## src/rtl/can_txg_pkg.sv

```systemverilog
package can_txg_pkg;

    typedef enum logic [1:0] {
        ST_IDLE    = 2'd0,
        ST_DRIVE   = 2'd1,
        ST_TIMEOUT = 2'd2,
        ST_THERMAL = 2'd3
    } txg_state_e;

    localparam int SYNC_STAGES = 2;

endpackage

```

## src/rtl/can_txg_sync.sv

```systemverilog
module can_txg_sync #(
    parameter int   STAGES  = 2,
    parameter logic RST_VAL = 1'b1
) (
    input  logic clk,
    input  logic rst_n,
    input  logic d_in,
    output logic q_out
);
    logic [STAGES-1:0] chain_q;

    always_ff @(posedge clk or negedge rst_n) begin
        if (!rst_n) begin
            chain_q <= {STAGES{RST_VAL}};
        end else begin
            chain_q <= {chain_q[STAGES-2:0], d_in};
        end
    end

    assign q_out = chain_q[STAGES-1];

endmodule

```

## src/rtl/can_txg_domtimer.sv

```systemverilog
module can_txg_domtimer #(
    parameter int TDOM_CYCLES = 10400
) (
    input  logic clk,
    input  logic rst_n,
    input  logic txd_s,
    output logic expired
);
    localparam int            CW  = $clog2(TDOM_CYCLES + 1);
    localparam logic [CW-1:0] LIM = CW'(TDOM_CYCLES);

    logic [CW-1:0] dom_cnt;

    // Held at zero while recessive, so each falling edge starts from zero.
    always_ff @(posedge clk or negedge rst_n) begin
        if (!rst_n) begin
            dom_cnt <= '0;
        end else if (txd_s) begin
            dom_cnt <= '0;
        end else if (dom_cnt != LIM) begin
            dom_cnt <= dom_cnt + 1'b1;
        end
    end

    assign expired = (dom_cnt == LIM);

    // the count never passes its limit
    p_cnt_bound_r3: assert property (@(posedge clk) disable iff (!rst_n)
        dom_cnt <= LIM);

    // a recessive cycle restarts the count
    p_cnt_clear_r3: assert property (@(posedge clk) disable iff (!rst_n)
        txd_s |=> (dom_cnt == '0));

endmodule

```

## src/rtl/can_txg_fsm.sv

```systemverilog
module can_txg_fsm
    import can_txg_pkg::*;
(
    input  logic clk,
    input  logic rst_n,
    input  logic txd_s,
    input  logic hot_s,
    input  logic tmo_hit,
    input  logic standby,
    output logic drv_en,
    output logic tmo_flag,
    output logic hot_flag
);
    txg_state_e state_q, state_d;

    always_comb begin
        state_d = state_q;
        unique case (state_q)
            ST_IDLE: begin
                if (hot_s)       state_d = ST_THERMAL;
                else if (!txd_s) state_d = ST_DRIVE;
            end
            ST_DRIVE: begin
                if (hot_s)        state_d = ST_THERMAL;
                else if (txd_s)   state_d = ST_IDLE;
                else if (tmo_hit) state_d = ST_TIMEOUT;
            end
            ST_TIMEOUT: begin
                if (hot_s)      state_d = ST_THERMAL;
                else if (txd_s) state_d = ST_IDLE;
            end
            ST_THERMAL: begin
                if (txd_s && !hot_s) state_d = ST_IDLE;
            end
            default: state_d = ST_IDLE;
        endcase
    end

    always_ff @(posedge clk or negedge rst_n) begin
        if (!rst_n) state_q <= ST_IDLE;
        else        state_q <= state_d;
    end

    always_comb begin
        drv_en   = (state_q == ST_DRIVE) && !standby;
        tmo_flag = (state_q == ST_TIMEOUT);
        hot_flag = (state_q == ST_THERMAL);
    end

    // a synchronized hot flag always lands in the thermal state
    p_hot_latch_r6: assert property (@(posedge clk) disable iff (!rst_n)
        hot_s |=> (state_q == ST_THERMAL));

    // an expired count while still dominant latches the fault
    p_tmo_entry_r4: assert property (@(posedge clk) disable iff (!rst_n)
        (state_q == ST_DRIVE && tmo_hit && !txd_s && !hot_s) |=> (state_q == ST_TIMEOUT));

    // recessive data releases the timeout latch
    p_tmo_release_r5: assert property (@(posedge clk) disable iff (!rst_n)
        (state_q == ST_TIMEOUT && txd_s && !hot_s) |=> (state_q == ST_IDLE));

    // no release while dominant or still hot
    p_hot_hold_r7: assert property (@(posedge clk) disable iff (!rst_n)
        (state_q == ST_THERMAL && (!txd_s || hot_s)) |=> (state_q == ST_THERMAL));

    // fault flags are exclusive and block the driver
    p_flags_excl_r9: assert property (@(posedge clk) disable iff (!rst_n)
        !(tmo_flag && hot_flag) && !(drv_en && (tmo_flag || hot_flag)));

endmodule

```

## src/rtl/can_tx_guard.sv

```systemverilog
module can_tx_guard #(
    parameter int TDOM_CYCLES = 10400
) (
    input  logic clk,
    input  logic rst_n,
    input  logic txd_in,
    input  logic ovt_in,
    input  logic standby_in,
    output logic drv_en_o,
    output logic tmo_flag_o,
    output logic hot_flag_o
);
    import can_txg_pkg::*;

    localparam int NSYNC = 2;

    logic [NSYNC-1:0] raw_in;
    logic [NSYNC-1:0] sync_out;
    logic             tmo_hit;

    assign raw_in = {ovt_in, txd_in};

    // Index 0: data line, idles high. Index 1: hot flag, idles low.
    for (genvar g = 0; g < NSYNC; g++) begin : g_sync
        can_txg_sync #(
            .STAGES  (SYNC_STAGES),
            .RST_VAL ((g == 0) ? 1'b1 : 1'b0)
        ) u_sync (
            .clk   (clk),
            .rst_n (rst_n),
            .d_in  (raw_in[g]),
            .q_out (sync_out[g])
        );
    end

    can_txg_domtimer #(
        .TDOM_CYCLES (TDOM_CYCLES)
    ) u_timer (
        .clk     (clk),
        .rst_n   (rst_n),
        .txd_s   (sync_out[0]),
        .expired (tmo_hit)
    );

    can_txg_fsm u_fsm (
        .clk      (clk),
        .rst_n    (rst_n),
        .txd_s    (sync_out[0]),
        .hot_s    (sync_out[1]),
        .tmo_hit  (tmo_hit),
        .standby  (standby_in),
        .drv_en   (drv_en_o),
        .tmo_flag (tmo_flag_o),
        .hot_flag (hot_flag_o)
    );

    // standby never lets the driver on
    p_standby_off_r8: assert property (@(posedge clk) disable iff (!rst_n)
        standby_in |-> !drv_en_o);

    // a recessive request seen through the sync path drops the driver
    p_rec_off_r2: assert property (@(posedge clk) disable iff (!rst_n)
        sync_out[0] |=> !drv_en_o);

endmodule

```

## config.mk

```make
export PLATFORM = sky130hd
export DESIGN_NAME = can_tx_guard
export DESIGN_NICKNAME = d
export VERILOG_FILES = /design/src/rtl/can_txg_pkg.sv /design/src/rtl/can_txg_sync.sv /design/src/rtl/can_txg_domtimer.sv /design/src/rtl/can_txg_fsm.sv /design/src/rtl/can_tx_guard.sv
export SDC_FILE = /design/constraint.sdc
export NUM_CORES = 1
export LEC_CHECK = 0
export BUFFER_PORTS_ARGS = -buffer_cell sky130_fd_sc_hd__buf_2
export CORE_MARGIN = 3
export CORE_UTILIZATION = 50
export CTS_CLUSTER_SIZE = 8
export DETAILED_ROUTE_END_ITERATION = 8
export PLACE_DENSITY = 0.71
export SYNTH_ARGS = -nofsm -noshare
export SYNTH_HDL_FRONTEND = slang
export SYNTH_SLANG_ARGS = --single-unit
```

## constraint.sdc

```tcl
create_clock -name clk -period 1.8 [get_ports clk]
set_clock_uncertainty 0.15 [all_clocks]
set_input_delay 0 -clock clk [delete_from_list [all_inputs] [get_ports clk]]
set_output_delay 0 -clock clk [all_outputs]
set_load 0.01 [all_outputs]
```

* After elaboration in Yosys (flattened, before gate mapping)
Cells that the tools add are included.
** Storage, ports and cells
- Register bits after elaboration :: 20
- Word-level logic and storage cells :: 32
** Operators by class
- Add/subtract/negate cells :: 1
- Eq/ne operators :: 9
- Mux-type cells :: 11
- Reductions and logical operators :: 7
** Operators with widths (count)
- 14-bit 2-to-1 mux :: 2
- 2-bit 2-to-1 mux :: 8
- 14-bit by 1-bit adder with 14-bit output (second input constant) :: 1
- 14-bit equality test (second input constant) :: 1
- 14-bit != test (second input constant) :: 1
- 2-bit one-hot mux with 4 select lines :: 1
- 2-bit equality test (second input constant) :: 2
- 4-bit != test (second input constant) :: 1
- 4-bit AND reduction :: 1
- 3-bit by 1-bit != test with 1-bit output (second input constant) :: 1
- 3-bit != test (second input constant) :: 1
- 2-bit by 1-bit equality test with 1-bit output (second input constant) :: 1
- 1-bit logical AND :: 2
- 1-bit zero test :: 2
- 2-bit zero test :: 1
- 2-bit by 1-bit != test with 1-bit output (second input constant) :: 1
- 2-bit nonzero test :: 1

* Logic depth before layout (Yosys ltp)
- Depth after elaboration :: 5
- Mapped depth :: 6
- Mapped depth without buffers :: 5

* By module
A second synthesis with hierarchy kept.
** Unflattened totals
- Cells, all modules :: 97
- Area total of the unflattened synthesis :: 993.5 µm²
** By module, submodules not included
- can_txg_domtimer :: instances 1, cells an instance 83, area each 783.3 µm², sequential area each 350.3 µm²
- can_txg_fsm :: instances 1, cells an instance 10, area each 107.6 µm², sequential area each 50.0 µm²
- can_txg_sync (g_sync[0].u_sync) :: instances 1, cells an instance 2, area each 52.6 µm², sequential area each 52.6 µm²
- can_txg_sync (g_sync[1].u_sync) :: instances 1, cells an instance 2, area each 50.0 µm², sequential area each 50.0 µm²

* Worst setup path after synthesis
Ideal clock, no wire load.
- Path kind :: register to register
- Start :: register u_timer.dom_cnt[0]
- End :: register u_timer.dom_cnt[0]
- Setup time :: 0.125 ns
- Data arrival time :: 1.383 ns
- Required time :: 1.525 ns
- Path slack :: 0.142 ns
- Stages on the path, launching flop included :: 7
- Path buffers :: 1
- Cells stage by stage :: dfrtp_1 -> inv_1 -> ha_1 -> nor3b_1 -> and4_1 -> buf_2 -> mux2_2
** On the way
- Word-level cells in the longest chain between the ends :: 3
** Ends and longest elaborated chain
- start, declared :: RTL line can_txg_domtimer.sv:12 : logic [CW-1:0] dom_cnt;
- start signal, assigned :: RTL line can_txg_domtimer.sv:21 : dom_cnt <= dom_cnt + 1'b1;
- 14-bit by 1-bit adder with 14-bit output :: RTL line can_txg_domtimer.sv:21
- 14-bit 2-to-1 mux :: RTL line can_txg_domtimer.sv:20 : end else if (dom_cnt != LIM) begin
- 14-bit 2-to-1 mux :: RTL line can_txg_domtimer.sv:18 : end else if (txd_s) begin
Several ways; a longest one is shown, not always the timed one. The select of a mux whose other input is x is not followed.
A chain may end at the register's enable or synchronous reset.

* Final worst setup path
Same ends and word-level chain as after synthesis.

==> out/metrics.sh <==
TOTAL_LEAKAGE_POWER_nW=0.507
VIAS_IN_THE_FIRST_GLOBAL_ROUTE=699
SETUP-VIOLATIONS-FINAL=0
PATH_CLASS='reg2reg'
POST_CTS_BUFFERS=0
FINAL-SEQ-AREA_UM2=503
DRIVE_ABOVE_1_SHARE_PCT=21.6
TIMING_WORST_SLEW_PIN_VALUE_NS=0.443
PWR-SHARE-COMB_PCT=8.2
SYNTH-COMPOUND-AREA-SHARE_PCT=10.0
SYNTH_AREA_PER_CELL_UM2=10.2
CLOCK_POWER_SHARE_PCT=31.7
DIEAREA_UM2=2590
FIRST_PASS_ITERS=5
POST_SYNTH_AND_OR_NAND_NOR_AREA_FRACTION_PCT=25.2
LAYOUT.CELLS.NON_FILLER=136
SYNTHESIZED_NETLIST_NET_COUNT=106
HTREEDEPTH=1
TIMING.FMAX_MHz=592
SYNTH_XOR_AREA_SHARE_PCT=1.73
SYNTHESIS.AREA_UM2=1010
CRIT_PATH_START_KIND='register'
SYNTHTOLAYOUTAREAGROWTH_PCT=14.5
TIMING_HOLD_VIOLATIONS_FINAL=0
ANTENNA-DIODE-COUNT=0
COMMONEST_CELLS_AFTER_ROUTING_FILL_AND_TAPS_ASIDE='sky130_fd_sc_hd__dfrtp_1, sky130_fd_sc_hd__nor2_1, sky130_fd_sc_hd__buf_2'
DRT_WL_TOTAL_UM=1870
SLEW_HEADROOM_PCT=70.4
GRT_PASS1_WL_UM=3230
CORE_REGION_AREA_UM2=1820
ROUTED_VIA_DENSITY=5.68
YS_WARN_COUNT=0
NUMCLOCKSINKS=20
CRITPATHARRIVALTIME_NS=1.73
NUMPLACEDINSTANCES=129
MULTI_INPUT_COMB_AREA_UM2=483
CRITICAL_PATH.ENDPOINT_TYPE='register'
DIE_H_UM=50.9
GLOBAL_ROUTE.USAGE.MET2_PCT=25.5
SYNTH_ADDER_AREA_SHARE_PCT=2.48
MIN_PERIOD_OVER_PERIOD_PCT=93.9
CTS.PATH.MAX_BUFFERS=2
POSTSYNTHREGISTERBITS=20
GR-USAGE-MET3_PCT=5.25
P_TOTAL_uW=801
POST-ROUTE-DRC-COUNT=0
NUMCTSBUFFERS=3
GRT_ANTENNA_BEFORE_REPAIR=0
HOLD_PATH.CLASS='in2async'
ROUTED-VIA-COUNT=772
FIN_AREA_UM2=1160
GLOBAL_ROUTE.PEAK_USAGE_LAYER='met2'
IOPINCOUNT=8
LAYOUT_MIN_CYCLE_TIME_NS=1.69
GP_ROUTABILITY_CONGESTION=0.772
FINAL.SETUP.TNS_NS=0
MAXCAPVIOLCOUNT=0
WORST_SKEW_PAIR.LATE_LATENCY_NS=0.30
CRIT_FANOUT=5
RUN_STATUS='completed'
POWER_REPORT.INTERNAL_TOTAL_uW=617
REG2REG_DEPTH=5
ANTENNA_VIOLATING_NETS_POST_ROUTE=0
GRT_MAX_DEGREE=21
FILLCELLCOUNT=165
RSZ_0062_RAISED_AFTER_GLOBAL_ROUTING='no'
SYNTHCELLS=99
GRT_UTIL_MET1_PCT=22.7
SEQ_TOTAL_AREA_YOSYS_PCT=49.8
CTS.CLK_SLEW.WORST_PATHS_NS=0.11
WL_PER_CELL_UM=13.8
DRT_ITER0_DRC=10
POST_SYNTHESIS_CELL_TYPE_COUNT=35
FINALMAXSLEWVIOLATIONS=0
SEQUENTIAL_SHARE_OF_POWER_PCT=60.0
POST-DP-HPWL_UM=1270
CLOCK_TREE.ROOT_CELL='sky130_fd_sc_hd__clkbuf_4'
GRT_USE_TOTAL_PCT=16.6
IRDROPWORSTVDD_V=0.000518
PLACE_AREA_UM2=1060
SYNTH.MUX.AREA_FRACTION_PCT=5.45
POWER.DENSITY_nW_PER_UM2=693
FLOORPLAN.ROWS=15
FLOORPLAN.INITIALDENSITY_PCT=55.5
WORST-ENDPOINT-REQUIRED_NS=1.84
NUM-NETS-FINAL=119
FP.DIEW_UM=50.9
FINAL_COMMON_CELL='sky130_fd_sc_hd__dfrtp_1'
SWITCHING_POWER_uW=184
IO_BUFFER_COUNT=7
GR-TOTAL-OVERFLOW=0
LARGEST_FAMILY_OF_LOGIC_CELLS_BY_SYNTHESIZED_AREA='simple AND/OR/NAND/NOR gates'
POWER_SWITCHING_SHARE_PCT=22.9
CTS_TREE='yes'
## final cells by class
| cell class | count | area share, % |
|---|---|---|
| clock buffer | 4 | 3.14 |
| inverter | 6 | 1.95 |
| multi-input combinational | 69 | 41.8 |
| sequential | 20 | 43.5 |
| tap | 25 | 2.71 |
| timing repair buffer | 12 | 6.93 |
## cell families after synthesis
| family | after synthesis |
|---|---|
| buf+inv | 10 |
| compound gates | 16 |
| mux | 5 |
| flops | 20 |
| simple gates | 44 |
| xor+xnor | 2 |
| fa+ha+maj | 2 |
## worst paths after layout
kind / startpoint / end / slack [ns]
worst min register to register: g_sync[0].u_sync.chain_q[0]$_DFF_PN1_ / g_sync[0].u_sync.chain_q[1]$_DFF_PN1_ / 0.21
worst max register to register: u_timer.dom_cnt[0]$_DFFE_PN0P_ / u_timer.dom_cnt[0]$_DFFE_PN0P_ / 0.11
worst min-delay path: rst_n / u_timer.dom_cnt[8]$_DFFE_PN0P_ / 0.02
worst max-delay path: u_timer.dom_cnt[0]$_DFFE_PN0P_ / u_timer.dom_cnt[0]$_DFFE_PN0P_ / 0.11
max in group asynchronous: rst_n / g_sync[0].u_sync.chain_q[0]$_DFF_PN1_ / 1.14
min in group clk: standby_in / drv_en_o / 0.08
## cell usage after synthesis
master,count,area share (%)
sky130_fd_sc_hd__a21o_1,1,0.74
sky130_fd_sc_hd__a21oi_1,6,3.0
sky130_fd_sc_hd__a2bb2oi_1,1,0.87
sky130_fd_sc_hd__a31o_2,1,0.87
sky130_fd_sc_hd__and2_1,1,0.62
sky130_fd_sc_hd__and2b_2,1,0.87
sky130_fd_sc_hd__and4_1,1,0.87
sky130_fd_sc_hd__buf_2,1,0.50
sky130_fd_sc_hd__buf_6,2,2.2
sky130_fd_sc_hd__clkbuf_1,1,0.37
sky130_fd_sc_hd__dfrtp_1,18,45
sky130_fd_sc_hd__dfstp_2,2,5.2
sky130_fd_sc_hd__ha_1,2,2.5
sky130_fd_sc_hd__inv_1,6,2.2
sky130_fd_sc_hd__mux2_1,2,2.2
sky130_fd_sc_hd__mux2_2,2,2.2
sky130_fd_sc_hd__mux2i_1,1,0.99
sky130_fd_sc_hd__nand2_1,6,2.2
sky130_fd_sc_hd__nand2b_1,1,0.62
sky130_fd_sc_hd__nand3_1,5,2.5
sky130_fd_sc_hd__nand4_1,1,0.62
sky130_fd_sc_hd__nand4_2,1,1.2
sky130_fd_sc_hd__nor2_1,10,3.7
sky130_fd_sc_hd__nor2b_1,4,2.5
sky130_fd_sc_hd__nor3b_1,1,0.74
sky130_fd_sc_hd__nor4_1,3,1.9
sky130_fd_sc_hd__nor4b_1,1,0.87
sky130_fd_sc_hd__nor4bb_1,1,0.99
sky130_fd_sc_hd__o21ai_0,2,0.99
sky130_fd_sc_hd__o22ai_1,1,0.62
sky130_fd_sc_hd__o31ai_1,4,3.0
sky130_fd_sc_hd__or3_1,2,1.2
sky130_fd_sc_hd__or3_2,1,0.74
sky130_fd_sc_hd__or4_1,4,3.0
sky130_fd_sc_hd__xor2_1,2,1.7
## flip-flops by register name, indices dropped and copies added (netlist names)
name,count
u_fsm.state_q,2
u_timer.dom_cnt,14
g_sync.u_sync.chain_q,4
## critical path: stages (launching register included)
cell and delay, ns:
sky130_fd_sc_hd__dfrtp_1 0.44, sky130_fd_sc_hd__inv_1 0.09, sky130_fd_sc_hd__ha_1 0.13, sky130_fd_sc_hd__nor3b_1 0.17
sky130_fd_sc_hd__and4_1 0.27, sky130_fd_sc_hd__mux2_2 0.34
## power groups by stage
stage | sequential (mW) | combinational, mW | clock (mW)
global route | 0.484 | 0.0747 | 0.288
CTS | 0.480 | 0.0654 | 0.265
floorplan | 0.482 | 0.0402 | 0
detailed placement | 0.489 | 0.0602 | 0
global placement | 0.488 | 0.0583 | 0
finish | 0.481 | 0.0660 | 0.254
## layer usage
layer  routed length [µm]  up-vias
met3                   87        2
met4                   15        0
met1                  877      377
met5                    0        -
met2                  889       18
li1                     -      375
## what timing repair did
action	in CTS	in global routing
endpoints found under the setup margin	0	3
gates resized for setup	0	5
hold endpoints to repair	22	0
hold buffers	3	0
## per-stage QoR
step	hold WS (ns)	util [%]	worst slack, ns
2_1_floorplan	-0.446	-	0.142
3_3_place_gp	-0.179	58.2	0.109
3_5_place_dp	-0.178	58.2	0.0574
4_1_cts	0.0251	61.9	0.0414
5_1_grt	0.0342	63.5	0.0169
6_report	0.0174	63.5	0.110
Note: power is estimated with default switching activity, not from simulation.
